`config.mk`:
```
export PLATFORM = sky130hd
export DESIGN_NAME = eepcs_engine
export DESIGN_NICKNAME = d
export VERILOG_FILES = /design/src/rtl/eepcs_pkg.sv /design/src/rtl/eepcs_poll.sv /design/src/rtl/eepcs_sum.sv /design/src/rtl/eepcs_engine.sv
export SDC_FILE = /design/constraint.sdc
export NUM_CORES = 1
export LEC_CHECK = 0
export ABC_AREA = 1
export CAP_MARGIN = 20
export CORE_ASPECT_RATIO = 1.75
export CORE_UTILIZATION = 47
export DETAILED_ROUTE_END_ITERATION = 6
export DONT_BUFFER_PORTS = 1
export PLACE_DENSITY = 0.73
export SLEW_MARGIN = 20
export SYNTH_ARGS = -nofsm -noshare
export SYNTH_HDL_FRONTEND = slang
export SYNTH_HIERARCHICAL = 1
export SYNTH_SLANG_ARGS = --single-unit
```
`constraint.sdc`:
```
create_clock -name clk -period 3.2 [get_ports clk]
set_input_delay 0.64 -clock clk [delete_from_list [all_inputs] [get_ports clk]]
set_output_delay 0.64 -clock clk [all_outputs]
set_load 0.005 [all_outputs]
```
`src/rtl/eepcs_pkg.sv`:
```
package eepcs_pkg;

    typedef enum logic [2:0] {
        ST_IDLE,
        ST_LOAD,
        ST_CMD,
        ST_POLL,
        ST_FIN
    } eng_state_t;

    typedef enum logic [1:0] {
        PH_OPEN,
        PH_MOVE,
        PH_CLOSE
    } eng_phase_t;

    typedef struct packed {
        eng_state_t st;
        eng_phase_t ph;
        logic       wr;
        logic       tmo;
    } eng_ctx_t;

    function automatic logic in_span(int a, int lo, int hi);
        return (a >= lo) && (a < hi);
    endfunction

    function automatic logic [15:0] cmd_join(logic [15:0] op, logic [15:0] a);
        return op | a;
    endfunction

endpackage

```
`src/rtl/eepcs_poll.sv`:
```
module eepcs_poll #(
    parameter int POLL_GAP = 100000,
    parameter int POLL_MAX = 10
) (
    input  logic clk,
    input  logic rst,
    input  logic arm,
    input  logic ctl_done,
    output logic ok,
    output logic tmo
);
    localparam int GAP_W = $clog2(POLL_GAP + 1);
    localparam int TRY_W = $clog2(POLL_MAX + 1);
    localparam logic [GAP_W-1:0] GAP_LOAD = GAP_W'(POLL_GAP);
    localparam logic [TRY_W-1:0] TRY_LAST = TRY_W'(POLL_MAX - 1);

    logic             active_q;
    logic [GAP_W-1:0] gap_q;
    logic [TRY_W-1:0] try_q;
    logic             check;

    assign check = active_q && (gap_q == '0);
    assign ok    = check && ctl_done;
    assign tmo   = check && !ctl_done && (try_q == TRY_LAST);

    always_ff @(posedge clk) begin
        if (rst) begin
            active_q <= 1'b0;
            gap_q    <= '0;
            try_q    <= '0;
        end else if (arm) begin
            active_q <= 1'b1;
            gap_q    <= '0;
            try_q    <= '0;
        end else if (active_q) begin
            if (ok || tmo) begin
                active_q <= 1'b0;
            end else if (check) begin
                try_q <= try_q + 1'b1;
                gap_q <= GAP_LOAD;
            end else begin
                gap_q <= gap_q - 1'b1;
            end
        end
    end
endmodule

```
`src/rtl/eepcs_sum.sv`:
```
module eepcs_sum #(
    parameter int W = 16
) (
    input  logic         clk,
    input  logic         rst,
    input  logic         clr,
    input  logic         add_en,
    input  logic [W-1:0] add_val,
    output logic [W-1:0] sum
);
    logic [W-1:0] acc_q;

    always_ff @(posedge clk) begin
        if (rst || clr) begin
            acc_q <= '0;
        end else if (add_en) begin
            acc_q <= acc_q + add_val;
        end
    end

    assign sum = acc_q;
endmodule

```
`src/rtl/eepcs_engine.sv`:
```
module eepcs_engine
    import eepcs_pkg::*;
#(
    parameter int          ADDR_W    = 6,
    parameter int          CFG_BEGIN = 0,
    parameter int          CFG_END   = 21,
    parameter int          CTL_BEGIN = 22,
    parameter int          MAX_ADDR  = 64,
    parameter int          POLL_GAP  = 100000,
    parameter int          POLL_MAX  = 10,
    parameter logic [15:0] CMD_READ  = 16'h8000,
    parameter logic [15:0] CMD_WRITE = 16'h4000,
    parameter logic [15:0] CMD_WEN   = 16'h3000,
    parameter logic [15:0] CMD_WDIS  = 16'h1000
) (
    input  logic              clk,
    input  logic              rst,
    input  logic              start,
    input  logic              start_write,
    output logic              busy,
    output logic              done,
    output logic              timeout,
    output logic [15:0]       checksum,
    output logic              cmd_valid,
    output logic [15:0]       cmd_word,
    output logic              data_wr,
    output logic [15:0]       data_out,
    input  logic [15:0]       data_in,
    input  logic              ctl_done,
    output logic [ADDR_W-1:0] buf_addr,
    output logic              buf_we,
    output logic [15:0]       buf_wdata,
    input  logic [15:0]       buf_rdata
);
    localparam logic [ADDR_W-1:0] A_FIRST = ADDR_W'(CFG_BEGIN);
    localparam logic [ADDR_W-1:0] A_SLOT  = ADDR_W'(CFG_END);
    localparam logic [ADDR_W-1:0] A_CTL   = ADDR_W'(CTL_BEGIN);
    localparam logic [ADDR_W-1:0] A_LAST  = ADDR_W'(MAX_ADDR - 1);

    eng_ctx_t          ctx_q, ctx_d;
    logic [ADDR_W-1:0] addr_q, addr_d;
    logic [15:0]       addr_ext;
    logic              in_cfg, at_slot, at_last;
    logic              poll_ok, poll_tmo;
    logic              sum_clr, sum_add;
    logic [15:0]       sum_val, sum_q;
    logic              moving, reading;

    assign addr_ext = 16'(addr_q);
    assign in_cfg   = in_span(int'(addr_q), CFG_BEGIN, CFG_END);
    assign at_slot  = (addr_q == A_SLOT);
    assign at_last  = (addr_q == A_LAST);
    assign moving   = (ctx_q.ph == PH_MOVE);
    assign reading  = !ctx_q.wr;

    // sequencing of commands, loads and polls
    always_comb begin
        ctx_d  = ctx_q;
        addr_d = addr_q;
        case (ctx_q.st)
            ST_IDLE: begin
                if (start) begin
                    ctx_d.wr  = start_write;
                    ctx_d.tmo = 1'b0;
                    ctx_d.ph  = start_write ? PH_OPEN : PH_MOVE;
                    ctx_d.st  = ST_CMD;
                    addr_d    = A_FIRST;
                end
            end
            ST_LOAD: ctx_d.st = ST_CMD;
            ST_CMD:  ctx_d.st = ST_POLL;
            ST_POLL: begin
                if (poll_tmo) begin
                    ctx_d.tmo = 1'b1;
                    ctx_d.st  = ST_FIN;
                end else if (poll_ok) begin
                    case (ctx_q.ph)
                        PH_OPEN: begin
                            ctx_d.ph = PH_MOVE;
                            ctx_d.st = ST_LOAD;
                        end
                        PH_MOVE: begin
                            if (at_last) begin
                                if (ctx_q.wr) begin
                                    ctx_d.ph = PH_CLOSE;
                                    ctx_d.st = ST_CMD;
                                end else begin
                                    ctx_d.st = ST_FIN;
                                end
                            end else begin
                                addr_d   = at_slot ? A_CTL : addr_q + 1'b1;
                                ctx_d.st = ctx_q.wr ? ST_LOAD : ST_CMD;
                            end
                        end
                        default: ctx_d.st = ST_FIN;
                    endcase
                end
            end
            ST_FIN:  ctx_d.st = ST_IDLE;
            default: ctx_d.st = ST_IDLE;
        endcase
    end

    always_ff @(posedge clk) begin
        if (rst) begin
            ctx_q  <= '{st: ST_IDLE, ph: PH_MOVE, wr: 1'b0, tmo: 1'b0};
            addr_q <= '0;
        end else begin
            ctx_q  <= ctx_d;
            addr_q <= addr_d;
        end
    end

    // command word selection
    always_comb begin
        cmd_word = '0;
        if (ctx_q.st == ST_CMD) begin
            case (ctx_q.ph)
                PH_OPEN:  cmd_word = CMD_WEN;
                PH_CLOSE: cmd_word = CMD_WDIS;
                default:  cmd_word = cmd_join(ctx_q.wr ? CMD_WRITE : CMD_READ, addr_ext);
            endcase
        end
    end

    assign cmd_valid = (ctx_q.st == ST_CMD);
    assign data_wr   = (ctx_q.st == ST_LOAD);
    assign data_out  = data_wr ? (at_slot ? sum_q : buf_rdata) : 16'h0000;

    assign buf_addr  = addr_q;
    assign buf_we    = (ctx_q.st == ST_POLL) && poll_ok && moving && reading;
    assign buf_wdata = data_in;

    // push sums at load time, pull sums at completion
    assign sum_clr = (ctx_q.st == ST_IDLE) && start;
    assign sum_add = in_cfg && (((ctx_q.st == ST_LOAD) && ctx_q.wr) || buf_we);
    assign sum_val = ctx_q.wr ? buf_rdata : data_in;

    eepcs_poll #(
        .POLL_GAP (POLL_GAP),
        .POLL_MAX (POLL_MAX)
    ) u_poll (
        .clk      (clk),
        .rst      (rst),
        .arm      (cmd_valid),
        .ctl_done (ctl_done),
        .ok       (poll_ok),
        .tmo      (poll_tmo)
    );

    eepcs_sum #(
        .W (16)
    ) u_sum (
        .clk     (clk),
        .rst     (rst),
        .clr     (sum_clr),
        .add_en  (sum_add),
        .add_val (sum_val),
        .sum     (sum_q)
    );

    assign busy     = (ctx_q.st != ST_IDLE);
    assign done     = (ctx_q.st == ST_FIN);
    assign timeout  = ctx_q.tmo;
    assign checksum = sum_q;
endmodule

```
==> results.py, run 1 <==
metrics = {
    "run_status": {
        "outcome": "finished clean",
    },
    "final_layout": {
        "area.growth.synth_to_final_pct": 1.771,
        "seqCellArea_sq_um": 1021,
        "n_antenna_cell": 0,
        "drive_gt1_share_pct": 7.178,
        "final_net_count": 869,
        "n_fill_cell": 1099,
        "multi_input_area_sq_um": 3007,
        "layout_commonest_cell": "nand2_1",
        "mostFrequentLayoutCells": "nand2_1, nor2_1, inv_1",
    },
    "sta": {
        "tightestPinTransition_ps": 630.1,
        "period_share_pct": 83.90,
        "setup_viol": 0,
        "clock.fmax_mhz": 372.5,
        "hold_violations": 0,
        "max_slew_margin_pct": 57.79,
        "rsz0062_at_grt": "no",
        "finClkSkew_ps": 7.945,
        "finalCriticalPeriod_ps": 2685,
        "slew_viol_final": 0,
        "finalSetupTns_ps": 0,
    },
    "global_routing": {
        "grtUsageTotal_pct": 24.11,
        "grt_pass1_wl_microns": 19860,
        "grt_max_degree": 29,
        "overflow": 0,
        "first_global_vias": 4546,
        "antenna_found_initial": 0,
    },
    "logic_synthesis": {
        "synth.distinct_cells": 39,
        "syn_area_sq_um": 4733,
        "ys.flop_type": "dfxtp_1",
        "synth.largest_area_cell": "dfxtp_1",
        "syn_inst": 831,
        "synth_edf_count": 0,
        "ys_ff_latch": 51,
        "synth_area_leaders": "dfxtp_1, nand2_1, nor2_1",
        "yosysWarnings": 6,
        "synth_top_area_share_pct": 21.57,
        "synthArstFlopShare_pct": 0,
        "yosysSeqAreaShare_pct": 21.57,
        "avgSynthCellArea_sq_um": 5.696,
    },
    "clocking": {
        "clockRootBuffer": "clkbuf_16",
        "cts_inserted_buffers": 5,
        "tritoncts": "built",
        "clk_latency_ps": 300,
        "post_cts_buffers": 0,
        "cts-resized-gates": 0,
        "cts_hold_buf": 0,
        "htreeDepth": 2,
        "ctsLongestPathBuffers": 2,
        "clk_pin_slew_worst_paths_ps": 70,
        "clock_sinks": 51,
    },
    "critical_path": {
        "worstPathCellList": "ha_1 -> nand3_2 -> inv_2 -> nor2_1 -> nor2_1",
        "crit_family": "simple AND/OR/NAND/NOR gates",
        "cp-startpoint": "buf_addr[0]",
        "worst_ep_required_time_ps": 2560,
        "startpoint_type": "register",
        "arrival_ps": 2040,
        "cpMostUsedCell": "nor2_1",
        "path_buf_inv": 1,
        "timing.rr.start": "u_poll/gap_q[1]",
        "critPathCaptureType": "output pin",
        "cp_max_fo": 19,
        "crit_type": "register to output pin",
        "critPathMaxStageDelay_ps": 510,
        "cp_slowest_cell": "dfxtp_1",
    },
    "floorplan": {
        "die_area_sq_um": 10490,
        "design.core.area_sq_um": 9849,
        "ios": 113,
        "start_util_pct": 48.06,
        "die_h_microns": 134.8,
        "die_x_microns": 77.86,
        "row_count": 48,
    },
    "worst_hold_path": {
        "hp-class": "input port to register",
        "hp-start": "rst",
    },
    "route": {
        "drcViolationCount": 0,
        "vias_per_cell": 5.140,
        "drt_wl_total_microns": 12310,
        "firstDrtPassIters": 6,
        "num_vias": 4796,
        "wl_per_cell_microns": 13.20,
        "ant_nets": 0,
        "drt-initial-drc-count": 205,
    },
    "job": {
        "maxCapViolCount": 0,
    },
    "place": {
        "dp.final_hpwl_microns": 9670,
        "portBuffers": 0,
        "gp_congestion": 0.9575,
    },
    "power": {
        "peakVddDrop_mv": 0.4176,
        "p_total_mw": 2.735,
        "p_leak_nw": 2.580,
        "powerDensity_nw_per_um2": 567.9,
    },
}
-- state kept, by name, indices dropped and copies added, names as in the netlist --
name,count
u_sum/sum,16
timeout,1
buf_addr,6
u_poll/active_q,1
ctx_q,6
u_poll/try_q,4
u_poll/gap_q,17
-- per-layer routing --
layer | wire (microns) | global-route usage, % | vias to the layer above
met5 | 0 | 0 | -
met4 | 518 | 14.47 | 0
met3 | 554 | 4.392 | 40
met2 | 6707 | 48.87 | 111
met1 | 4532 | 21.13 | 2158
li1 | - | - | 2487
-- cell families (layout without fill, tap and decap cells) --
family | count (synthesis) | in the layout | share of synthesized area (%)
other | 1 | 6 | 0.07923
buffers and inverters | 157 | 129 | 15.36
AO/OA/AOI/OAI | 59 | 59 | 6.873
adder cells (fa/ha/maj) | 25 | 25 | 6.767
XOR/XNOR | 7 | 7 | 1.295
AND/OR/NAND/NOR | 531 | 531 | 48.06
flip-flops | 51 | 51 | 21.57
-- worst paths after layout --
kind         cells after the start         endpoint  slack, ps
max                              5     data_out[11]        520
min                              1      buf_addr[5]        390
max reg2reg                     14     u_sum/sum[4]        780
min reg2reg                      2  u_poll/gap_q[1]        490
-- area by class of cell --
class	count	share of cell area [%]
well taps	125	3.247
clock inverters	1	0.1558
flip-flops and latches	51	21.19
multi-input cells	628	62.42
clock buffers	7	3.169
inverters	116	9.039
repair buffers	5	0.7792
-- cell usage after synthesis, types with 7 or more instances --
| cell type | count |
|---|---|
| inv_2 | 7 |
| dfxtp_1 | 51 |
| nand3_1 | 68 |
| a21oi_1 | 27 |
| buf_4 | 24 |
| inv_1 | 108 |
| o21ai_0 | 24 |
| nand2_1 | 253 |
| nand2_2 | 13 |
| nor2_1 | 161 |
| ha_1 | 24 |
-- stage by stage --
| stage | hold slack, ps | setup slack [ps] | util (%) | cell area, sq um | instances |
|---|---|---|---|---|---|
| 2_1_floorplan | 451.6 | 1087 | - | 4752 | 836 |
| 3_3_place_gp | 472.7 | 813.8 | 47.28 | 4657 | 925 |
| 3_5_place_dp | 476.2 | 813.8 | 47.28 | 4657 | 925 |
| 4_1_cts | 388.1 | 514.7 | 48.91 | 4817 | 933 |
| 5_1_grt | 386.9 | 355.7 | 48.91 | 4817 | 933 |
| 6_report | 392.6 | 515.2 | 48.91 | 4817 | 933 |
-- where the power goes --
group	switching, mW	internal, mW
sequential	0.107	0.716
clock	0.257	0.334
combinational	0.884	0.438
No activity file was read; power rests on OpenSTA's default activity.
==> inputs of run 2 (changes only) <==
==> constraint.sdc (replaced) <==
create_clock -name clk -period 2.6 [get_ports clk]
set_input_delay 0.52 -clock clk [delete_from_list [all_inputs] [get_ports clk]]
set_output_delay 0.52 -clock clk [all_outputs]
set_load 0.005 [all_outputs]
==> results.py, run 2 (synthesis gave the netlist of run 1 again) <==
metrics = {
    "critical_path": {
        "critPathCaptureType": "output pin",
        "startpoint_type": "register",
        "cp_max_fo": 8,
        "crit_type": "register to output pin",
        "worstPathCellList": "inv_2 -> nand3_1 -> inv_1 -> nand2_1 -> nor2_1",
        "timing.rr.start": "u_poll/gap_q[1]",
        "r2r_slack_ps": 380,
        "worst_ep_required_time_ps": 2080,
        "r2r_end": "u_sum/sum[4]",
        "cp_slowest_cell": "dfxtp_1",
        "reg2reg_depth": 14,
        "arrival_ps": 1810,
        "critPathMaxStageDelay_ps": 370,
    },
    "global_routing": {
        "overflow": 0,
        "grtUsageTotal_pct": 24.46,
        "antenna_found_initial": 0,
        "first_global_vias": 4575,
        "grt_pass1_wl_microns": 20190,
        "grt_max_degree": 29,
    },
    "sta": {
        "tightestPinTransition_ps": 509.9,
        "period_share_pct": 89.57,
        "setup_viol": 0,
        "finalSetupTns_ps": 0,
        "finClkSkew_ps": 8.515,
        "slew_viol_final": 0,
        "clock.fmax_mhz": 429.4,
        "rsz0062_at_grt": "no",
        "finalCriticalPeriod_ps": 2329,
        "hold_violations": 0,
        "max_slew_margin_pct": 65.84,
    },
    "final_layout": {
        "n_fill_cell": 1116,
        "stdcell_count": 937,
        "area.growth.synth_to_final_pct": 3.040,
        "drive_gt1_share_pct": 7.635,
        "final_net_count": 873,
        "largest_reg_flops": 17,
        "mostFrequentLayoutCells": "nand2_1, nor2_1, inv_1",
        "n_antenna_cell": 0,
        "top_register": "u_poll/gap_q",
        "layout_commonest_cell": "nand2_1",
    },
    "route": {
        "ant_nets": 0,
        "vias_per_cell": 5.111,
        "drt-initial-drc-count": 158,
        "drcViolationCount": 0,
        "num_vias": 4789,
        "firstDrtPassIters": 4,
        "drt_wl_total_microns": 12360,
        "wl_per_cell_microns": 13.19,
    },
    "clocking": {
        "cts_hold_buf": 0,
        "ctsLongestPathBuffers": 2,
        "cts-resized-gates": 0,
        "clk_pin_slew_worst_paths_ps": 80,
        "clockRootBuffer": "clkbuf_16",
        "post_cts_buffers": 0,
        "htreeDepth": 2,
        "cts_inserted_buffers": 5,
        "clock_sinks": 51,
        "clk_latency_ps": 300,
        "tritoncts": "built",
    },
    "power": {
        "p_leak_nw": 2.612,
        "powerDensity_nw_per_um2": 710.2,
        "peakVddDrop_mv": 0.4350,
    },
    "floorplan": {
        "row_count": 48,
        "start_util_pct": 48.06,
        "design.core.area_sq_um": 9849,
        "die_area_sq_um": 10490,
        "die_h_microns": 134.8,
        "ios": 113,
        "die_x_microns": 77.86,
    },
    "job": {
        "maxCapViolCount": 0,
    },
    "place": {
        "gp_congestion": 0.9525,
        "portBuffers": 0,
        "dp.final_hpwl_microns": 9690,
        "dp_cells": 929,
    },
    "worst_hold_path": {
        "holdPathStages": 1,
        "hp-class": "input port to register",
        "hp-start": "rst",
        "holdPathEnd": "buf_addr[5]",
    },
    "run_status": {
        "outcome": "finished clean",
    },
}
[run 2: where the power goes]
part	internal [mW]	switching, mW	leakage [nW]
sequential	0.881	0.131	0.415
clock	0.485	0.327	0.0875
combinational	0.552	1.09	2.11
total	1.92	1.55	2.61
[run 2: layout make-up]
class | instances | area, sq um | share of cell area, %
Clock buffer | 6 | 138.9 | 2.848
Clock inverter | 2 | 38.79 | 0.7953
Inverter | 116 | 435.4 | 8.928
Multi-Input combinational cell | 628 | 3007 | 61.65
Sequential cell | 51 | 1021 | 20.93
Tap cell | 125 | 156.4 | 3.207
Timing Repair Buffer | 9 | 80.08 | 1.642
[run 2: worst max-delay path by stage]
stage / from / endpoint / slack (ps) / cells past startpoint
floorplan: ctx_q[1] / u_sum/sum[15] / 490 / 15
finish: ctx_q[6] / cmd_word[14] / 270 / 5
detailed placement: u_poll/gap_q[1] / u_sum/sum[4] / 380 / 14
global route: u_poll/gap_q[0] / u_sum/sum[2] / 90 / 14
global placement: u_poll/gap_q[1] / u_sum/sum[2] / 420 / 14
CTS: ctx_q[6] / cmd_word[14] / 320 / 5
[run 2: stage by stage]
stage	total power, mW	util, %	cell area [sq um]	setup WS [ps]	hold slack, ps
floorplan	2.364	-	4752	486.6	451.6
finish	3.464	49.52	4877	271.2	270.4
global placement	2.652	47.71	4700	415.3	468.4
detailed placement	2.667	47.71	4700	380.1	481.9
global route	3.765	49.52	4877	93.40	268.8
CTS	3.490	49.52	4877	323.8	265.2
[run 2: critical path, delay by kind of cell (launching register included)]
| kind | cells | cell delay [ps] |
|---|---|---|
| flip-flops | 1 | 370 |
| buffers and inverters | 2 | 380 |
| AND/OR/NAND/NOR | 3 | 760 |
[run 2: per-layer routing]
layer / wire, microns / vias to the layer above / global-route usage [%]
met1: 4303 / 2109 / 21.90
met4: 666 / 0 / 16.04
li1: - / 2476 / -
met5: 0 / - / 0
met3: 693 / 53 / 3.851
met2: 6692 / 151 / 48.82
==> inputs of run 3 (changes only) <==
--- a/config.mk
+++ b/config.mk
@@ -12,6 +12,7 @@
 export DETAILED_ROUTE_END_ITERATION = 6
 export DONT_BUFFER_PORTS = 1
 export PLACE_DENSITY = 0.73
+export RECOVER_POWER = 50
 export SLEW_MARGIN = 20
 export SYNTH_ARGS = -nofsm -noshare
 export SYNTH_HDL_FRONTEND = slang
==> results.py, run 3 (synthesis gave the netlist of run 1 again) <==
metrics = {
    "run_status": {
        "outcome": "finished clean",
    },
    "critical_path": {
        "cp_slowest_cell": "dfxtp_1",
        "startpoint_type": "register",
        "crit_family": "simple AND/OR/NAND/NOR gates",
        "path_buf_inv": 2,
        "cpMostUsedCell": "inv_1",
        "critPathCaptureType": "output pin",
        "worstPathCellList": "inv_1 -> nand3_1 -> inv_1 -> nand2_1 -> nor2_1",
        "worst_ep_required_time_ps": 2080,
        "cp_max_fo": 8,
        "arrival_ps": 1890,
        "critPathMaxStageDelay_ps": 360,
        "crit_type": "register to output pin",
    },
    "final_layout": {
        "stdcell_count": 937,
        "seqCellArea_sq_um": 1021,
        "largest_reg_flops": 17,
        "final_net_count": 873,
        "layout_commonest_cell": "nand2_1",
        "n_fill_cell": 1120,
        "multi_input_area_sq_um": 2995,
        "mostFrequentLayoutCells": "nand2_1, nor2_1, inv_1",
        "drive_gt1_share_pct": 7.266,
        "top_register": "u_poll/gap_q",
        "n_antenna_cell": 0,
        "area.growth.synth_to_final_pct": 2.723,
        "finalInstanceArea_sq_um": 4862,
        "fin_util_pct": 49.36,
    },
    "power": {
        "switching_share_pct": 44.53,
        "combPwrFrac_pct": 47.2,
        "p_total_mw": 3.452,
        "powerDensity_nw_per_um2": 710.0,
        "p_switching_mw": 1.537,
        "pwr-share-seq_pct": 29.3,
        "peakVddDrop_mv": 0.4359,
        "cellInternalPower_mw": 1.915,
        "p_clk_share_pct": 23.5,
        "p_leak_nw": 2.610,
    },
    "route": {
        "drcViolationCount": 0,
        "drt-initial-drc-count": 167,
        "drt_wl_total_microns": 12390,
        "num_vias": 4789,
        "firstDrtPassIters": 4,
        "ant_nets": 0,
        "wl_per_cell_microns": 13.22,
        "vias_per_cell": 5.111,
    },
    "clocking": {
        "cts_inserted_buffers": 5,
        "ctsLongestPathBuffers": 2,
        "clockRootBuffer": "clkbuf_16",
        "cts-resized-gates": 0,
        "htreeDepth": 2,
        "cts_hold_buf": 0,
        "clock_sinks": 51,
        "clk_latency_ps": 300,
        "post_cts_buffers": 0,
        "clk_pin_slew_worst_paths_ps": 80,
        "tritoncts": "built",
    },
    "sta": {
        "rsz0062_at_grt": "no",
        "max_slew_margin_pct": 34.70,
        "setup_viol": 0,
        "hold_violations": 0,
        "finClkSkew_ps": 9.295,
        "tightestPinTransition_ps": 979.6,
        "clock.fmax_mhz": 415.3,
        "period_share_pct": 92.61,
        "finalSetupTns_ps": 0,
        "slew_viol_final": 0,
        "finalCriticalPeriod_ps": 2408,
    },
    "place": {
        "dp.final_hpwl_microns": 9690,
        "place_area_sq_um": 4700,
        "gp_congestion": 0.9525,
        "portBuffers": 0,
        "dp_cells": 929,
    },
    "floorplan": {
        "start_util_pct": 48.06,
        "die_h_microns": 134.8,
        "row_count": 48,
        "die_area_sq_um": 10490,
        "design.core.area_sq_um": 9849,
        "die_x_microns": 77.86,
        "ios": 113,
    },
    "global_routing": {
        "grt_pass1_wl_microns": 20190,
        "grtUsageTotal_pct": 24.46,
        "overflow": 0,
        "grt_max_degree": 29,
        "antenna_found_initial": 0,
        "first_global_vias": 4575,
    },
    "job": {
        "maxCapViolCount": 0,
    },
    "worst_hold_path": {
        "hp-class": "input port to register",
    },
}
## run 3: worst paths after layout
kind	from	endpoint	slack (ps)	cells past startpoint
setup / recovery	ctx_q[6]	cmd_word[14]	190	5
hold / removal	rst	buf_addr[5]	270	1
setup reg to reg	ctx_q[6]	u_poll/gap_q[5]	370	7
hold reg to reg	u_poll/gap_q[1]	u_poll/gap_q[1]	500	2
## run 3: per-stage QoR
step | hold slack (ps) | worst slack [ps]
2_1_floorplan | 451.6 | 486.6
3_3_place_gp | 468.4 | 415.3
3_5_place_dp | 481.9 | 380.1
4_1_cts | 265.2 | 323.8
5_1_grt | 268.8 | 82.58
6_report | 270.9 | 192.3
## run 3: worst register-to-register path, delay by kind of cell (launching register included)
family,cells,cell delay (ps)
buffers and inverters,4,1260
flip-flops,1,430
AND/OR/NAND/NOR,2,340
AO/OA/AOI/OAI,1,150
## run 3: final cells by class
cell class | instances | area share (%)
clock buffer | 6 | 2.856
clock inverter | 2 | 0.7977
inverter | 116 | 8.955
multi-input combinational | 628 | 61.61
sequential | 51 | 21.00
tap | 125 | 3.217
timing repair buffer | 9 | 1.570
## run 3: routing by layer
layer | vias up | part of all wire, % | GRT usage (%)
met5 | - | 0 | 0
met3 | 53 | 5.0 | 3.851
li1 | 2478 | - | -
met4 | 0 | 5.4 | 16.04
met1 | 2113 | 36 | 21.90
met2 | 145 | 54 | 48.82
## run 3: power groups by stage
stage	Sequential, mW	Combinational [mW]	Clock [mW]
floorplan	0.990	1.37	0
global placement	1.03	1.62	0
detailed placement	1.03	1.64	0
CTS	1.01	1.65	0.832
global route	1.03	1.87	0.850
finish	1.01	1.63	0.810
